**config.mk**
```make
export PLATFORM = sky130hd
export DESIGN_NAME = i2c_rx_dbuf
export DESIGN_NICKNAME = d
export VERILOG_FILES = /design/src/rtl/i2c_rxdb_pkg.sv /design/src/rtl/frame_align.sv /design/src/rtl/rx_shift_stage.sv /design/src/rtl/rx_hold_buf.sv /design/src/rtl/i2c_rx_dbuf.sv
export SDC_FILE = /design/constraint.sdc
export NUM_CORES = 1
export LEC_CHECK = 0
export BUFFER_PORTS_ARGS = -buffer_cell sky130_fd_sc_hd__buf_2
export CAP_MARGIN = 20
export CORE_MARGIN = 2
export CORE_UTILIZATION = 52
export CTS_BUF_LIST = sky130_fd_sc_hd__clkbuf_16
export DETAILED_ROUTE_END_ITERATION = 16
export PLACE_DENSITY = 0.8
export SLEW_MARGIN = 20
export SYNTH_ARGS = -nofsm -noshare
export SYNTH_HDL_FRONTEND = slang
export SYNTH_SLANG_ARGS = --single-unit
```
**constraint.sdc**
```tcl
create_clock -name clk_i -period 2.5 [get_ports clk_i]
set_input_delay 0.5 -clock clk_i [delete_from_list [all_inputs] [get_ports clk_i]]
set_output_delay 0.5 -clock clk_i [all_outputs]
set_load 0.01 [all_outputs]
```
**src/rtl/i2c_rxdb_pkg.sv**
```systemverilog
package i2c_rxdb_pkg;

  typedef enum logic {
    MODE_RX = 1'b0,
    MODE_TX = 1'b1
  } xfer_mode_e;

  typedef enum logic {
    ALIGN_RX = 1'b0,
    ALIGN_TX = 1'b1
  } align_kind_e;

endpackage

```
**src/rtl/frame_align.sv**
```systemverilog
module frame_align
  import i2c_rxdb_pkg::*;
#(
  parameter int          W    = 8,
  parameter align_kind_e KIND = ALIGN_RX,
  localparam int         CW   = $clog2(W)
) (
  input  logic [W-1:0]  raw_i,
  input  logic [CW-1:0] len_i,
  input  logic          lsb_sel_i,
  output logic [W-1:0]  out_o
);

  logic [CW:0]  n_bits;
  logic [CW:0]  shamt;
  logic [W-1:0] lo_mask;
  logic [W-1:0] hi_mask;

  // zero length encodes a full-width frame
  assign n_bits = (len_i == '0) ? (CW+1)'(W) : {1'b0, len_i};
  assign shamt  = (CW+1)'(W) - n_bits;

  always_comb begin
    for (int i = 0; i < W; i++) begin
      lo_mask[i] = (i < int'(n_bits));
      hi_mask[i] = (i >= W - int'(n_bits));
    end
  end

  generate
    if (KIND == ALIGN_RX) begin : g_rx
      // shift stage fills from the LSB end
      always_comb begin
        if (lsb_sel_i) out_o = (raw_i & lo_mask) << shamt;
        else           out_o = raw_i & lo_mask;
      end
    end else begin : g_tx
      // engine always transmits from the MSB end
      always_comb begin
        if (lsb_sel_i) out_o = (raw_i & lo_mask) << shamt;
        else           out_o = raw_i & hi_mask;
      end
    end
  endgenerate

endmodule

```
**src/rtl/rx_shift_stage.sv**
```systemverilog
module rx_shift_stage #(
  parameter  int W  = 8,
  localparam int CW = $clog2(W)
) (
  input  logic          clk_i,
  input  logic          rst_ni,
  input  logic          shift_en_i,
  input  logic          bit_i,
  input  logic          park_i,
  input  logic          unpark_i,
  input  logic [CW-1:0] len_i,
  input  logic          ord_i,
  output logic [W-1:0]  sr_o,
  output logic          parked_o,
  output logic [CW-1:0] len_o,
  output logic          ord_o
);

  logic [W-1:0]  sr_q;
  logic          parked_q;
  logic [CW-1:0] len_q;
  logic          ord_q;

  always_ff @(posedge clk_i or negedge rst_ni) begin
    if (!rst_ni) begin
      sr_q <= '0;
    end else if (shift_en_i) begin
      sr_q <= {sr_q[W-2:0], bit_i};
    end
  end

  always_ff @(posedge clk_i or negedge rst_ni) begin
    if (!rst_ni) begin
      parked_q <= 1'b0;
      len_q    <= '0;
      ord_q    <= 1'b0;
    end else if (park_i) begin
      parked_q <= 1'b1;
      len_q    <= len_i;
      ord_q    <= ord_i;
    end else if (unpark_i) begin
      parked_q <= 1'b0;
    end
  end

  assign sr_o     = sr_q;
  assign parked_o = parked_q;
  assign len_o    = len_q;
  assign ord_o    = ord_q;

endmodule

```
**src/rtl/rx_hold_buf.sv**
```systemverilog
module rx_hold_buf #(
  parameter int W = 8
) (
  input  logic         clk_i,
  input  logic         rst_ni,
  input  logic         load_i,
  input  logic [W-1:0] din_i,
  input  logic         clr_i,
  output logic [W-1:0] dout_o,
  output logic         full_o
);

  logic [W-1:0] data_q;
  logic         full_q;

  // data register has no defined reset value
  always_ff @(posedge clk_i) begin
    if (load_i) data_q <= din_i;
  end

  always_ff @(posedge clk_i or negedge rst_ni) begin
    if (!rst_ni)     full_q <= 1'b0;
    else if (load_i) full_q <= 1'b1;
    else if (clr_i)  full_q <= 1'b0;
  end

  assign dout_o = data_q;
  assign full_o = full_q;

endmodule

```
**src/rtl/i2c_rx_dbuf.sv**
```systemverilog
module i2c_rx_dbuf
  import i2c_rxdb_pkg::*;
#(
  parameter  int DATA_W = 8,
  localparam int CNT_W  = $clog2(DATA_W)
) (
  input  logic              clk_i,
  input  logic              rst_ni,
  input  logic              en_i,
  input  logic              xmit_mode_i,
  input  logic              lsb_first_i,
  input  logic [CNT_W-1:0]  frame_bits_i,
  input  logic              bit_valid_i,
  input  logic              bit_i,
  input  logic              frame_done_i,
  output logic              hold_o,
  input  logic              rd_i,
  input  logic              wr_i,
  input  logic [DATA_W-1:0] wdata_i,
  output logic [DATA_W-1:0] rdata_o,
  output logic              full_o,
  output logic [DATA_W-1:0] tx_data_o
);

  xfer_mode_e        mode;
  logic              rx_mode;
  logic              rd_ok, wr_ok;
  logic              parked;
  logic              full;
  logic              shift_en, done_rx;
  logic              load_direct, park, unpark, park_clr;
  logic [DATA_W-1:0] sr;
  logic [CNT_W-1:0]  park_len;
  logic              park_ord;
  logic [DATA_W-1:0] rx_now, rx_parked, buf_din, buf_dout;
  logic [DATA_W-1:0] tx_q;

  assign mode    = xfer_mode_e'(xmit_mode_i);
  assign rx_mode = (mode == MODE_RX);
  assign rd_ok   = rd_i & en_i;
  assign wr_ok   = wr_i & en_i;

  // engine is stalled while a frame is parked
  assign shift_en    = bit_valid_i & rx_mode & ~parked;
  assign done_rx     = frame_done_i & rx_mode & ~parked;
  assign load_direct = done_rx & (~full | rd_ok);
  assign park        = done_rx & full & ~rd_ok;
  assign unpark      = rd_ok & parked & rx_mode;
  assign park_clr    = unpark | ~rx_mode;
  assign buf_din     = load_direct ? rx_now : rx_parked;

  rx_shift_stage #(.W(DATA_W)) u_shift (
    .clk_i     (clk_i),
    .rst_ni    (rst_ni),
    .shift_en_i(shift_en),
    .bit_i     (bit_i),
    .park_i    (park),
    .unpark_i  (park_clr),
    .len_i     (frame_bits_i),
    .ord_i     (lsb_first_i),
    .sr_o      (sr),
    .parked_o  (parked),
    .len_o     (park_len),
    .ord_o     (park_ord)
  );

  frame_align #(.W(DATA_W), .KIND(ALIGN_RX)) u_align_now (
    .raw_i    (sr),
    .len_i    (frame_bits_i),
    .lsb_sel_i(lsb_first_i),
    .out_o    (rx_now)
  );

  frame_align #(.W(DATA_W), .KIND(ALIGN_RX)) u_align_parked (
    .raw_i    (sr),
    .len_i    (park_len),
    .lsb_sel_i(park_ord),
    .out_o    (rx_parked)
  );

  rx_hold_buf #(.W(DATA_W)) u_buf (
    .clk_i (clk_i),
    .rst_ni(rst_ni),
    .load_i(load_direct | unpark),
    .din_i (buf_din),
    .clr_i (rd_ok),
    .dout_o(buf_dout),
    .full_o(full)
  );

  always_ff @(posedge clk_i) begin
    if (wr_ok) tx_q <= wdata_i;
  end

  frame_align #(.W(DATA_W), .KIND(ALIGN_TX)) u_align_tx (
    .raw_i    (tx_q),
    .len_i    (frame_bits_i),
    .lsb_sel_i(lsb_first_i),
    .out_o    (tx_data_o)
  );

  assign rdata_o = en_i ? buf_dout : '0;
  assign full_o  = full;
  assign hold_o  = parked;

endmodule

```
Yosys cells after proc, flatten, opt, wreduce, memory -nomap -nowiden --
Cells that the tools add are included.
Operators by class: add/sub/neg operators 3, magnitude comparators 24, shifts and indexed selects 3, muxes and demuxes 11, bitwise gates (word level) 22, reduce and logical (&&, ||, !) cells 4
Operators with widths (number):
- $mux W8 | 5
- $and A8 B8 Y8 | 4
- $lt A3 B4 Y1 const A | 8
- $shl A8 B4 Y8 | 3
- $ge A4 B5 Y1 const A | 4
- $lt A1 B4 Y1 const A | 4
- $lt A2 B4 Y1 const A | 4
- $and A1 B1 Y1 | 11
- $ge A3 B5 Y1 const A | 2
- $mux W4 | 2
- $sub A4 B4 Y4 const A | 2
- $logic_not A3 Y1 | 2
- $ge A1 B5 Y1 const A | 1
- $ge A2 B5 Y1 const A | 1
- $sub A4 B4 Y5 const A | 1
- $mux W1 | 4
- $not A1 Y1 | 4
- $reduce_bool A2 Y1 | 2
- $or A1 B1 Y1 | 3
Storage, ports and cells: flip-flop bits (word level) 30, bits of input ports 21, output and inout port bits 18

Logic depth before layout (Yosys ltp) --
depth after elaboration 7, depth in mapped cells 10, depth with buffers taken out 7

By module --
From an unflattened synthesis, not the netlist that was laid out.
Unflattened totals: cell total of the unflattened synthesis 327, area total of the unflattened synthesis 2986.6 µm²
Modules (own cells, without submodules):
- frame_align at u_align_tx | instances 1, cells each 91, area an instance 620.6 µm², sequential area each 0.0 µm²
- frame_align at u_align_parked | instances 1, cells each 88, area an instance 604.3 µm², sequential area each 0.0 µm²
- rx_shift_stage | instances 1, cells each 28, area an instance 513.0 µm², sequential area each 325.3 µm²
- frame_align at u_align_now | instances 1, cells each 74, area an instance 510.5 µm², sequential area each 0.0 µm²
- i2c_rx_dbuf | instances 1, cells each 35, area an instance 461.7 µm², sequential area each 240.2 µm²
- rx_hold_buf | instances 1, cells each 11, area an instance 276.5 µm², sequential area each 265.3 µm²

Least setup slack after synthesis --
Ideal clock, no wire load.
path type input-to-output, from input port frame_bits_i[0], to output port tx_data_o[7], data arrival time 2210 ps, slack -210 ps, stages on the path 10, buffers on the path 3, cells stage by stage buf_2 -> inv_1 -> ha_1 -> buf_4 -> or2_1 -> buf_2 -> a21oi_1 -> a21o_1 -> mux4_2 -> a21oi_2
Between the ends: cells in the longest elaborated chain, start to end 6, elaborated cells between the ends (all ways) 17, those cells by class 2 x add/sub; 9 x order compare; 1 x shift; 2 x mux; 2 x bitwise; 1 x reduce/logical
Ends and longest elaborated chain:
- start, declared | RTL line i2c_rx_dbuf.sv:12 | input logic [CNT_W-1:0] frame_bits_i,
- $logic_not A3 Y1 | RTL line frame_align.sv:20 | assign n_bits = (len_i == '0) ? (CW+1)'(W) : {1'b0, len_i};
- $mux W4 (*) | RTL line frame_align.sv:20
- $sub A4 B4 Y5, or another cell as far along
- $ge A4 B5 Y1 or $and A8 B8 Y8 (tied branches)
- $and A8 B8 Y8 or $shl A8 B4 Y8 (tied branches) | RTL line frame_align.sv:41, frame_align.sv:40
- $mux W8 (*) | RTL line frame_align.sv:40 | if (lsb_sel_i) out_o = (raw_i & lo_mask) << shamt;
- end, declared | RTL line i2c_rx_dbuf.sv:22 | output logic [DATA_W-1:0] tx_data_o
Every way passes the cells marked *; elsewhere a longest branch is shown, timed or not.

Worst setup path in the final report --
Same ends and word-level chain as after synthesis.

==> results.md <==
* Status: finished, violations left
* Failing checks: negative setup slack
* Fin area at 3600 um^2
* Bufs on Longest Clock Path at 2
* Hold Crit Class: input pin to async pin
* Initial core utilization at 0.533
* Die ar. at approximately 5800 um^2
* Synth unique cells at 75
* Sequential power share at 0.307
* Register clock-pin slew on the reported worst setup and hold paths at about 0.050 ns
* Synth async-reset ratio at 0.467
* Yosys warns at 0
* Vias at about 2900
* PortBufs at 38
* # setup viols final at 2
* Layout cells sized above 1 at 0.362
* Kind of critical path: input pin to output port
* DR iter-0 viols at roughly 350
* DRT antenna net count at 0
* Req. time, crit path at roughly 2.0 ns
* Clk Latency, worst-skew pair at 0.28 ns
* Post-Synthesis Cell Area at ~2700 um^2
* XOR/XNOR Fraction of Synth Area at 0.0125
* Post-CTS Hold Buffers at 0
* Switching power at 1160 uW
* Post-synthesis simple-gate area fraction at 0.230
* Die Wd at 76.1 um
* Routed Wire Length at between 8 and 9 mm
* Tot Pwr at 2850 uW
* Final worst-path cycle share at 1.01
* Main synth FF type: edfxtp_1
* Critical path fanouts, max at 7
* Worst slew margin at 0.499
* Mapped Cells at roughly 320
* Clk pwr share at 0.231
* Most common cell in the netlist: nand2_1
* Layout fillers at a little over 400
* Aggregate negative setup slack at -0.0432 ns
* Highest clock rate at 395 MHz
* Combinational share of power at 0.463
* Largest net degree at the start of global routing at 18
* Core area at between 5000 and 6000 um^2
* Leading area contributor after synthesis: edfxtp_1
* Internal Power at 1700 uW
* Global-route wire length before repair at 13.8 mm
* Synth cell count leaders: 30 x nand2_1, 26 x o21ai_0, 20 x a21oi_1
* Sw Share at 0.405
* Post-synth EDFFs at 16
* Yosys reg bits at 30
* DR pass1 iterations at 5
* IO Count at 39
* H-tree levels at 2
* Global Route Usage Sum at 0.300
* Root buf cell: clkbuf_16
* N_diodes at 0
* Final hold vios at 0
* DRC errors left at 0
* RSZ-0062 raised after global routing: yes
* Synthesis-to-layout area growth at 33.3%
* CTS Buf Count at 5
* Crit path arrival time at 2.03 ns
* Clk sinks at 30
* Slew Viols, Final at 0
* Crit. End Element: output port
* Vias in the first global route at 2660
* Gpl congestion at around 0.97
* Worst-margin pin slew at 0.748 ns
* CP Launch Type: input pin
* Fin worst setup slack at -0.0321 ns
* Post-synth top area share at 0.178
* PD cells at about 790 nW/um^2
* Antenna violations before repair at 0
* Avg Cell Area, Syn at approximately 8.4 um^2
* Mapped Nets at between 300 and 400
* Top cells by area, synth: edfxtp_1 18%, dfrtp_1 13%, o21ai_0 4.8%, nand2_1 4.2%, a21oi_1 3.7%
* Synth Area in Adders at 0.0278
* Post-synthesis mux area share at 0.0601
* Grt total ovfl at 0
* Drt via density at 6.29
* Reported leakage power at about 0.0016 uW
* Fin nets at roughly 420
* Compound-Gate Fraction of Synth Area at 0.290
* VDD IR max at 0.602 mV
* Max-cap violations at 0
* Main combinational cell family by area after synthesis: compound AO/OA/AOI/OAI gates
* Chip height at about 76 um
* Part of the Yosys area used for sequential elements at 0.307
* CTS tree: built
* Tmin final at 2.53 ns
* Row cnt at 26
* Wire per inst at around 18 um
* Worst Skew at roughly 0.0040 ns
* Dpl hpwl at between 6 and 7 mm
* Post-DP Area at 3240 um^2
==> path summary, 6_finish.rpt <==
check / startpoint / cells past startpoint / end / slack [ns]
hold / removal: rst_ni / 1 / u_shift.len_o[2] / 0.11
hold reg to reg: u_shift.parked_o / 2 / u_shift.parked_o / 0.62
setup / recovery: frame_bits_i[0] / 9 / tx_data_o[7] / -0.03
setup reg to reg: u_shift.len_o[0] / 7 / u_buf.dout_o[4] / 0.26
min in group clk_i: wdata_i[3] / 1 / tx_q[3] / 0.39
max in group asynchronous: rst_ni / 1 / u_shift.ord_o / 2.14
==> through the flow <==
stage	worst slack [ns]	instances	hold WS [ns]	utilization
6_report	-0.0321	468	0.112	0.710
5_1_grt	-0.0882	468	0.133	0.710
3_5_place_dp	-0.127	453	0.419	0.639
2_1_floorplan	0.0121	322	0.204	-
3_3_place_gp	-0.0997	453	0.417	0.639
4_1_cts	-0.0490	467	0.127	0.685
==> routing by layer <==
metal / vias up / share of wire / track usage
met5: - / 0 / 0
met4: 0 / 0.038 / 0.105
met3: 32 / 0.11 / 0.0533
met2: 201 / 0.44 / 0.451
met1: 1351 / 0.42 / 0.435
li1: 1362 / - / -
==> worst max-delay path, stage by stage <==
cell and delay, ns:
buf_12 0.11, inv_8 0.05, ha_4 0.19, and2b_4 0.21, o21ai_2 0.05, a21o_1 0.19
mux4_2 0.47, a21oi_2 0.12, buf_2 0.13
==> cell usage in the layout (no fill, tap or decap), types with 8 or more instances in the layout <==
cell type  count
nor2_1        14
buf_4         53
dfrtp_1       14
buf_2         35
and2_1        14
a21oi_1       18
edfxtp_1      16
inv_1         11
mux2_2         8
nand3_1       12
nand2_1       29
o21ai_0       22
==> logic make-up after synthesis <==
group,after synthesis
mux,14
compound gates,114
fa+ha+maj,6
buf+inv,40
simple gates,115
flops,30
xor+xnor,3
==> state kept, by name, summed over array words and instances (netlist names) <==
name	cells
tx_q	8
u_buf.dout_o	8
u_buf.full_o	1
u_shift.len_o	3
u_shift.ord_o	1
u_shift.parked_o	1
u_shift.sr_o	8
==> power groups by stage <==
| stage | Clock (uW) | Combinational, uW | Sequential, uW |
|---|---|---|---|
| final | 658 | 1320 | 875 |
| after global routing | 688 | 1450 | 892 |
| after CTS | 663 | 1260 | 860 |
| after detailed placement | 0 | 1240 | 869 |
| after global placement | 0 | 1240 | 868 |
| after floorplan | 0 | 941 | 746 |
==> area by class of cell <==
class | count | area (um^2) | share of cell area
multi-input cells | 252 | 1800 | 0.498
flip-flops and latches | 30 | 831 | 0.230
repair buffers | 94 | 662 | 0.184
clock buffers | 6 | 150 | 0.0417
well taps | 70 | 87.6 | 0.0243
inverters | 14 | 65.1 | 0.0180
clock inverters | 2 | 12.5 | 0.00347
==> timing repair <==
action	4_1_cts	5_1_grt
setup buffers	6	1
resized for setup	10	24
setup endpoints to repair	8	7
pin swaps	7	12
(Power assumes the default switching activity.)
